File: src/rtl/ftr_pkg.sv
package ftr_pkg;

  typedef enum logic [2:0] {
    ST_STALL = 3'b000,
    ST_SEQ   = 3'b001,
    ST_BNT   = 3'b010,
    ST_DIR   = 3'b011,
    ST_IND   = 3'b100,
    ST_EXC   = 3'b101
  } fstat_e;

  typedef enum logic [1:0] {
    FK_SEQ = 2'b00,
    FK_NT  = 2'b01,
    FK_DIR = 2'b10,
    FK_IND = 2'b11
  } fkind_e;

  // Priority: exception, then stall, then indirect (register target or context switch), then direct kinds.
  function automatic fstat_e classify(input logic vld, input logic [1:0] kind,
                                      input logic ctx, input logic exc);
    if (exc)                             return ST_EXC;
    if (!vld)                            return ST_STALL;
    if (ctx || kind == 2'(FK_IND))       return ST_IND;
    case (kind)
      2'(FK_NT):  return ST_BNT;
      2'(FK_DIR): return ST_DIR;
      default:    return ST_SEQ;
    endcase
  endfunction

endpackage

File: src/rtl/ftr_classify.sv
module ftr_classify #(
  parameter int ADDR_W = 32
) (
  input  logic              fetch_vld,
  input  logic [1:0]        fetch_kind,
  input  logic              ctx_sw,
  input  logic              exc_take,
  input  logic              sync_mark,
  input  logic [ADDR_W-1:0] exc_vec,
  input  logic [ADDR_W-1:0] tgt_addr,
  output ftr_pkg::fstat_e   code_nx,
  output logic              flow_ind,
  output logic              rpt_nx,
  output logic [ADDR_W-1:0] addr_nx
);
  import ftr_pkg::*;

  always_comb begin
    code_nx  = classify(fetch_vld, fetch_kind, ctx_sw, exc_take);
    flow_ind = (code_nx == ST_IND) || (code_nx == ST_EXC);
    rpt_nx   = flow_ind || sync_mark;
    addr_nx  = exc_take ? exc_vec : tgt_addr;
  end

  // A synchronization mark may only land on a real fetch cycle.
  always_comb begin
    if (sync_mark) begin
      a_mark_on_fetch_r8: assert (fetch_vld || exc_take);
    end
  end

endmodule

File: src/rtl/ftr_sync_mark.sv
module ftr_sync_mark (
  input  logic clk,
  input  logic rst_n,
  input  logic sync_in,
  input  logic fetch_evt,
  output logic sync_mark
);
  logic sync_q;
  logic pend_q;
  logic sync_edge;

  assign sync_edge = sync_in ^ sync_q;
  assign sync_mark = pend_q && fetch_evt;

  always_ff @(posedge clk or negedge rst_n) begin
    if (!rst_n) begin
      sync_q <= 1'b0;
      pend_q <= 1'b0;
    end else begin
      sync_q <= sync_in;
      pend_q <= (pend_q && !fetch_evt) || sync_edge;
    end
  end

  // A pending mark survives stall cycles.
  p_mark_holds_r8: assert property (@(posedge clk) disable iff (!rst_n)
    (pend_q && !fetch_evt) |=> pend_q);

  // An edge always arms a mark for a later fetch.
  p_edge_arms_r8: assert property (@(posedge clk) disable iff (!rst_n)
    sync_edge |=> pend_q);

endmodule

File: src/rtl/ftr_cancel_sat.sv
module ftr_cancel_sat #(
  parameter int CIN_W = 4,
  parameter int CNT_W = 3
) (
  input  logic [CIN_W-1:0] cancel_in,
  output logic [CNT_W-1:0] cancel_nx
);
  localparam int CMAX = (1 << CNT_W) - 1;

  function automatic logic [CNT_W-1:0] sat(input logic [CIN_W-1:0] v);
    if (int'(v) > CMAX) return CNT_W'(CMAX);
    return CNT_W'(v);
  endfunction

  assign cancel_nx = sat(cancel_in);

endmodule

File: src/rtl/ftrace_reporter.sv
module ftrace_reporter #(
  parameter int ADDR_W = 32,
  parameter int CIN_W  = 4,
  parameter int CNT_W  = 3
) (
  input  logic              clk,
  input  logic              rst_n,
  input  logic              fetch_vld,
  input  logic [1:0]        fetch_kind,
  input  logic              ctx_sw,
  input  logic              exc_take,
  input  logic [ADDR_W-1:0] exc_vec,
  input  logic [ADDR_W-1:0] tgt_addr,
  input  logic              sync_in,
  input  logic [CIN_W-1:0]  cancel_in,
  output logic [2:0]        st_code,
  output logic [CNT_W-1:0]  st_cancel,
  output logic              st_indirect,
  output logic              st_addr_vld,
  output logic [ADDR_W-1:0] st_addr
);
  import ftr_pkg::*;

  localparam int CMAX = (1 << CNT_W) - 1;

  logic              fetch_evt;
  logic              sync_mark;
  fstat_e            code_nx;
  logic              flow_ind;
  logic              rpt_nx;
  logic [ADDR_W-1:0] addr_nx;
  logic [CNT_W-1:0]  cancel_nx;

  assign fetch_evt = fetch_vld || exc_take;

  ftr_sync_mark u_sync (
    .clk       (clk),
    .rst_n     (rst_n),
    .sync_in   (sync_in),
    .fetch_evt (fetch_evt),
    .sync_mark (sync_mark)
  );

  ftr_classify #(.ADDR_W(ADDR_W)) u_cls (
    .fetch_vld  (fetch_vld),
    .fetch_kind (fetch_kind),
    .ctx_sw     (ctx_sw),
    .exc_take   (exc_take),
    .sync_mark  (sync_mark),
    .exc_vec    (exc_vec),
    .tgt_addr   (tgt_addr),
    .code_nx    (code_nx),
    .flow_ind   (flow_ind),
    .rpt_nx     (rpt_nx),
    .addr_nx    (addr_nx)
  );

  ftr_cancel_sat #(.CIN_W(CIN_W), .CNT_W(CNT_W)) u_cnc (
    .cancel_in (cancel_in),
    .cancel_nx (cancel_nx)
  );

  always_ff @(posedge clk or negedge rst_n) begin
    if (!rst_n) begin
      st_code     <= 3'b000;
      st_cancel   <= '0;
      st_indirect <= 1'b0;
      st_addr_vld <= 1'b0;
      st_addr     <= '0;
    end else begin
      st_code     <= code_nx;
      st_cancel   <= cancel_nx;
      st_indirect <= rpt_nx;
      st_addr_vld <= rpt_nx;
      if (rpt_nx) st_addr <= addr_nx;
    end
  end

  p_code_legal_r1: assert property (@(posedge clk) disable iff (!rst_n)
    (st_code != 3'b110) && (st_code != 3'b111));

  p_stall_quiet_r2: assert property (@(posedge clk) disable iff (!rst_n)
    (!fetch_vld && !exc_take) |=> (st_code == 3'b000) && !st_indirect && !st_addr_vld);

  p_direct_silent_r3: assert property (@(posedge clk) disable iff (!rst_n)
    (fetch_vld && !exc_take && !ctx_sw && fetch_kind != 2'b11 && !sync_mark)
      |=> !st_addr_vld && !st_indirect);

  p_reg_target_r4: assert property (@(posedge clk) disable iff (!rst_n)
    (fetch_vld && !exc_take && fetch_kind == 2'b11)
      |=> (st_code == 3'b100) && st_addr_vld && (st_addr == $past(tgt_addr)));

  p_ctx_switch_r5: assert property (@(posedge clk) disable iff (!rst_n)
    (fetch_vld && !exc_take && ctx_sw)
      |=> (st_code == 3'b100) && st_indirect && (st_addr == $past(tgt_addr)));

  p_exc_first_r6: assert property (@(posedge clk) disable iff (!rst_n)
    exc_take |=> (st_code == 3'b101) && st_addr_vld && (st_addr == $past(exc_vec)));

  p_cancel_sat_r7: assert property (@(posedge clk) disable iff (!rst_n)
    (int'(cancel_in) >= CMAX) |=> (int'(st_cancel) == CMAX));

  p_addr_hold_r9: assert property (@(posedge clk) disable iff (!rst_n)
    !st_addr_vld |-> $stable(st_addr));

  // Indirect flow (not sync) never goes unreported.
  p_flow_reported_r4: assert property (@(posedge clk) disable iff (!rst_n)
    flow_ind |=> st_indirect);

endmodule

File: config.mk
export PLATFORM = sky130hd
export DESIGN_NAME = ftrace_reporter
export DESIGN_NICKNAME = d
export VERILOG_FILES = /design/src/rtl/ftr_pkg.sv /design/src/rtl/ftr_classify.sv /design/src/rtl/ftr_sync_mark.sv /design/src/rtl/ftr_cancel_sat.sv /design/src/rtl/ftrace_reporter.sv
export SDC_FILE = /design/constraint.sdc
export NUM_CORES = 1
export LEC_CHECK = 0
export BUFFER_PORTS_ARGS = -buffer_cell sky130_fd_sc_hd__buf_2
export CORE_UTILIZATION = 35
export DETAILED_ROUTE_END_ITERATION = 7
export PLACE_DENSITY_LB_ADDON = 0.12
export SYNTH_ARGS = -nofsm -noshare
export SYNTH_HDL_FRONTEND = slang
export SYNTH_HIERARCHICAL = 1
export SYNTH_SLANG_ARGS = --single-unit
File: constraint.sdc
create_clock -name clk -period 1.6 [get_ports clk]
set_input_delay 0.08 -clock clk [delete_from_list [all_inputs] [get_ports clk]]
set_output_delay 0.08 -clock clk [all_outputs]
set_load 0.03 [all_outputs]
==> flow_metrics.py, run 1 <==
metrics = {
    "synth": {
        "syn_area_sq_mm": 0.00221,
        "post_synth.cell_area_avg_sq_um": 16.8,
        "ys.warnings.count": 6,
        "synthCells": 132,
        "synth_fp_nets": 210,
    },
    "final_layout": {
        "fin_nets": 333,
        "drive_above_1_share_pct": 75.0,
        "fin_area_sq_mm": 0.00295,
        "nFillCells": 553,
        "syn_to_final_growth_pct": 33.5,
        "antenna_cells": 0,
    },
    "cts": {
        "cts_setup_buffers": 0,
        "cts_resized": 0,
        "clock_sinks": 41,
        "clk_pin_slew_ps": 70,
        "cts_tree": "yes",
        "cts_buffers": 5,
        "worstSkewPairLatency_ps": 280,
        "cts.htree.levels": 2,
        "clockBufferDepth": 2,
        "ctsHoldBuffers": 6,
        "cts_root_buffer": "clkbuf_8",
    },
    "routing": {
        "firstDrtPassIters": 4,
        "drc": 0,
        "dr_total_vias": 1426,
        "postRouteAntennaNets": 0,
        "wl_per_cell_um": 12.2,
        "wirelength_mm": 4.05,
        "drt_iter0_drc": 45,
        "avgViaCountPerCell": 4.31,
    },
    "sta": {
        "finalHoldViolations": 0,
        "setup_tns_ps": 0,
        "report.final.slew_viol_count": 0,
        "maxSlewHeadroom_pct": 71.5,
        "fin_worst_skew_ps": 4.65,
        "finalSetupViolCount": 0,
        "clock.fmax_mhz": 739,
        "worst_pin_slew_ps": 427,
        "min_period_ps": 1350,
        "setup_ws_ps": 247,
        "post-route-period-util_pct": 84.6,
        "rsz0062_at_grt": "false",
    },
    "grt": {
        "antenna_found_initial": 0,
        "grt_pass1_vias": 1342,
        "gr-total-overflow": 0,
        "grt_pass1_wl_mm": 6.07,
        "grt_usage_pct": 12.3,
        "grt_max_degree": 37,
    },
    "floorplanning": {
        "initial_utilization_pct": 36.7,
        "fp.dieArea_sq_mm": 0.00664,
        "core_area_sq_mm": 0.00603,
        "die_y_um": 81.5,
        "die_w_um": 81.5,
        "rows": 28,
        "ios": 116,
    },
    "placed_design": {
        "hpwl_mm": 3.03,
        "port_buffers": 115,
        "gp_congestion": 0.695,
        "place_ws_ps": 117,
        "place_area_sq_mm": 0.00281,
    },
    "critical_path": {
        "end_kind": "register",
        "crit_path_max_incr_delay_ps": 370,
        "path_cells": "and2_1, nor2_1, nand2_2, buf_12, mux2_4",
        "path_buf_inv": 1,
        "critPathTopFamily": "flip-flops",
        "criticalPathCategory": "reg -> reg",
        "critPathArrivalTime_ps": 1520,
        "critPathLaunchType": "register",
        "cp.required_ps": 1770,
        "crit_slowest_cell": "dfrtp_1",
        "critPathMaxFanout": 17,
    },
    "power_and_ir_drop": {
        "p_sw_share_pct": 30.4,
        "p_int_mw": 1.87,
        "power_frac_comb_pct": 31.6,
        "switchingPower_mw": 0.817,
        "vdd.ir_drop.worst_mv": 0.399,
        "p_clk_share_pct": 23.3,
        "p_per_area_mw_per_mm2": 910,
        "pwr-share-seq_pct": 45.1,
        "p_leak_nw": 1.59,
        "power_mw": 2.69,
    },
    "job": {
        "cap_violations": 0,
    },
    "outcome": {
        "status": "finished clean",
    },
    "min_path": {
        "hold_path_class": "in -> reg",
    },
}
-- state kept, by name (all words and copies together), names as in the netlist --
name	cells
u_sync/sync_q	1
u_sync/pend_q	1
st_addr	32
st_code	3
st_addr_vld	1
st_cancel	3
-- final cells by class --
type / instances / area [sq um] / share of cell area, %
Sequential cell: 41 / 1030 / 34.7
Inverter: 2 / 7.51 / 0.254
Tap cell: 75 / 93.8 / 3.18
Clock inverter: 2 / 10.0 / 0.339
Timing Repair Buffer: 125 / 703 / 23.8
Multi-Input combinational cell: 80 / 1040 / 35.2
Clock buffer: 6 / 72.6 / 2.46
-- final timing paths --
check                               from      endpoint  slack, ps  cells past startpoint
setup / recovery           u_sync/pend_q   st_addr[11]        250                      5
setup reg to reg           u_sync/pend_q   st_addr[11]        250                      5
hold reg to reg              st_addr[11]   st_addr[11]        510                      1
max in group asynchronous          rst_n    st_addr[8]        700                      3
hold / removal              cancel_in[3]  st_cancel[0]         10                      2
min in group asynchronous          rst_n   st_addr[22]        260                      2
-- power by group through the flow --
| stage | Combinational [mW] | Sequential, mW | Clock (mW) |
|---|---|---|---|
| after global placement | 0.846 | 1.23 | 0 |
| after global routing | 0.908 | 1.22 | 0.706 |
| final | 0.851 | 1.21 | 0.626 |
| after CTS | 0.864 | 1.21 | 0.657 |
| after floorplan | 0.379 | 1.45 | 0 |
| after detailed placement | 0.854 | 1.23 | 0 |
-- placed cells by master, fill, tap and decap left out --
cell	n
buf_2	115
mux2_4	55
dfrtp_1	41
mux2_2	9
dlygate4sd3_1	6
clkbuf_8	5
buf_12	3
or2_1	3
clkinv_2	2
inv_1	2
ha_1	2
or2_2	1
clkbuf_1	1
buf_4	1
or3b_1	1
nor3_1	1
o21bai_1	1
o21ai_0	1
nand2b_1	1
nor2_1	1
nand2_2	1
xnor2_1	1
o21ai_1	1
and2_1	1
-- routing by layer --
layer	vias to the layer above	GRT usage (%)	share of wire (%)
met4	0	3.75	0.64
li1	704	-	-
met2	66	19.8	46
met3	4	4.67	7.4
met5	-	0	0
met1	652	15.1	46
-- worst register-to-register path: stages (launching register included) --
cell and delay [ps]:
dfrtp_1 370, and2_1 150, nor2_1 110, nand2_2 110, buf_12 190, mux2_4 310
-- metrics by stage --
step           hold slack (ps)  util [%]  std cells
5_1_grt                   8.79      49.0        331
4_1_cts                   5.95      49.0        331
3_3_place_gp              42.6      46.6        317
6_report                  12.2      49.0        331
3_5_place_dp              45.6      46.6        317
2_1_floorplan             -216         -        132
Power figures use the tool's default switching activity.
==> run 2: changes to the inputs <==
Settings changed: ABC_AREA from default to 1.
Clock period 1.6 ns to 1.2 ns, I/O delays scaled along.
==> flow_metrics.py, run 2 <==
metrics = {
    "placed_design": {
        "hpwl_mm": 3.52,
        "gp_congestion": 0.682,
        "port_buffers": 115,
        "placed_cells": 463,
        "place_area_sq_mm": 0.00272,
    },
    "grt": {
        "gr-total-overflow": 0,
        "grt_max_degree": 42,
        "antenna_found_initial": 0,
        "grt_usage_pct": 16.2,
        "grt_pass1_vias": 1898,
        "grt_pass1_wl_mm": 8.09,
    },
    "routing": {
        "avgViaCountPerCell": 4.33,
        "wirelength_mm": 5.24,
        "dr_total_vias": 2097,
        "firstDrtPassIters": 4,
        "wl_per_cell_um": 10.8,
        "drc": 0,
        "drt_iter0_drc": 71,
        "postRouteAntennaNets": 0,
    },
    "power_and_ir_drop": {
        "vdd.ir_drop.worst_mv": 0.516,
        "p_per_area_mw_per_mm2": 1150,
        "power_frac_comb_pct": 32.7,
        "p_leak_nw": 1.87,
        "switchingPower_mw": 1.23,
        "p_clk_share_pct": 22.9,
        "p_sw_share_pct": 34.0,
        "power_mw": 3.62,
        "pwr-share-seq_pct": 44.4,
        "p_int_mw": 2.39,
    },
    "critical_path": {
        "reg2reg_to": "st_addr[19]",
        "end_kind": "register",
        "reg2regPathDepth": 8,
        "cp.required_ps": 1360,
        "criticalPathCategory": "in -> reg",
        "crit_slowest_cell": "dlygate4sd3_1",
        "critPathMaxFanout": 1,
        "r2r_setup_slack_ps": 30,
        "reg2reg_from": "u_sync/pend_q",
        "critPathLaunchType": "primary input",
        "worst_path_most_repeated_cell": "dlygate4sd3_1",
        "critPathArrivalTime_ps": 1350,
        "critPathTopFamily": "buffers and inverters",
        "crit_path_max_incr_delay_ps": 550,
        "path_cells": "dlygate4sd3_1, buf_2, inv_1, nand2_1, dlygate4sd3_1",
        "path_buf_inv": 4,
    },
    "sta": {
        "clock.fmax_mhz": 837,
        "worst_pin_slew_ps": 374,
        "report.final.slew_viol_count": 0,
        "min_period_ps": 1200,
        "finalHoldViolations": 1,
        "fin_worst_skew_ps": 5.51,
        "maxSlewHeadroom_pct": 75.0,
        "holdWs_ps": -14.3,
        "post-route-period-util_pct": 99.6,
        "rsz0062_at_grt": "true",
        "finalSetupViolCount": 0,
    },
    "final_layout": {
        "antenna_cells": 0,
        "instances_no_fill": 484,
        "final_cell_mix": "nand2_1, buf_2, dfrtp_1",
        "fin_nets": 489,
        "fin_area_sq_mm": 0.00316,
        "drive_above_1_share_pct": 45.6,
        "syn_to_final_growth_pct": 50.0,
        "layout_commonest_cell": "nand2_1",
        "largest_reg_flops": 32,
        "reg_top3": "st_addr x32, st_cancel x3, st_code x3",
        "regMostFlops": "st_addr",
    },
    "outcome": {
        "status": "complete, but fails checks",
        "violations": "hold timing",
    },
    "floorplanning": {
        "core_area_sq_mm": 0.00564,
        "fp.dieArea_sq_mm": 0.00634,
        "die_w_um": 79.6,
        "rows": 27,
        "ios": 116,
        "initial_utilization_pct": 37.4,
        "die_y_um": 79.6,
    },
    "synth": {
        "synth_fp_nets": 359,
        "post_synth.cell_area_avg_sq_um": 7.50,
        "ys.warnings.count": 6,
        "syn_area_sq_mm": 0.00211,
        "synthCells": 281,
    },
    "min_path": {
        "hold_path_class": "in -> reg",
        "min_from": "cancel_in[3]",
        "hold_end": "st_cancel[1]",
        "hold_depth": 3,
    },
    "cts": {
        "cts_buffers": 5,
        "cts_root_buffer": "clkbuf_8",
        "clockBufferDepth": 2,
        "cts_tree": "yes",
        "clk_pin_slew_ps": 70,
        "clock_sinks": 41,
        "worstSkewPairLatency_ps": 280,
        "cts.htree.levels": 2,
    },
    "job": {
        "cap_violations": 0,
    },
}
run 2: through the flow:
step	setup TNS [ps]	setup WS, ps	util, %	hold slack [ps]
final	0	4.95	56.1	-14.3
after global routing	-416	-30.3	56.1	7.03
after CTS	0	19.4	51.0	24.6
after detailed placement	-2730	-107	48.1	50.0
after global placement	-1340	-49.1	48.1	47.5
after floorplan	0	115	-	-236
run 2: worst min-delay path, stage by stage:
cell	delay [ps]
buf_2	80
inv_2	40
nand2_2	50
run 2: power by group through the flow:
stage	Sequential [mW]	Combinational [mW]	Clock, mW
global route	1.63	1.29	0.923
floorplan	1.92	0.361	0
global placement	1.63	1.00	0
finish	1.61	1.19	0.831
detailed placement	1.63	1.01	0
CTS	1.61	1.03	0.866
run 2: how the worst max path moves through the flow:
| stage | start | end | slack (ps) | cells past startpoint |
|---|---|---|---|---|
| after floorplan | u_sync/pend_q | st_addr[0] | 120 | 8 |
| after global placement | fetch_kind[0] | st_addr[21] | -50 | 8 |
| after detailed placement | fetch_kind[0] | st_addr[19] | -110 | 8 |
| after CTS | u_sync/pend_q | st_addr[19] | 20 | 8 |
| after global routing | u_sync/pend_q | st_addr[14] | -30 | 8 |
| final | cancel_in[0] | st_cancel[0] | 5 | 5 |
run 2: cell type report:
type / instances / area (sq um)
inverter: 13 / 66.3
clock buffer: 8 / 80.1
multi-input combinational: 212 / 1000
tap: 72 / 90.1
timing repair buffer: 137 / 886
timing repair inverter: 1 / 11.3
sequential: 41 / 1030
fill: 543 / 2480
run 2: per-layer routing:
metal / up-vias / share of wire, % / track usage (%)
li1: 1088 / - / -
met1: 941 / 45 / 19.1
met2: 66 / 49 / 29.1
met3: 2 / 6.1 / 4.34
met4: 0 / 0.44 / 3.82
met5: - / 0 / 0
run 2: repair_timing:
| action | in CTS | in global routing |
|---|---|---|
| endpoints found under the hold margin | 45 | 0 |
| buffers inserted | 0 | 0 |
| gates resized for setup | 0 | 56 |
| setup endpoints to repair | 0 | 34 |
| hold buffers | 8 | 0 |
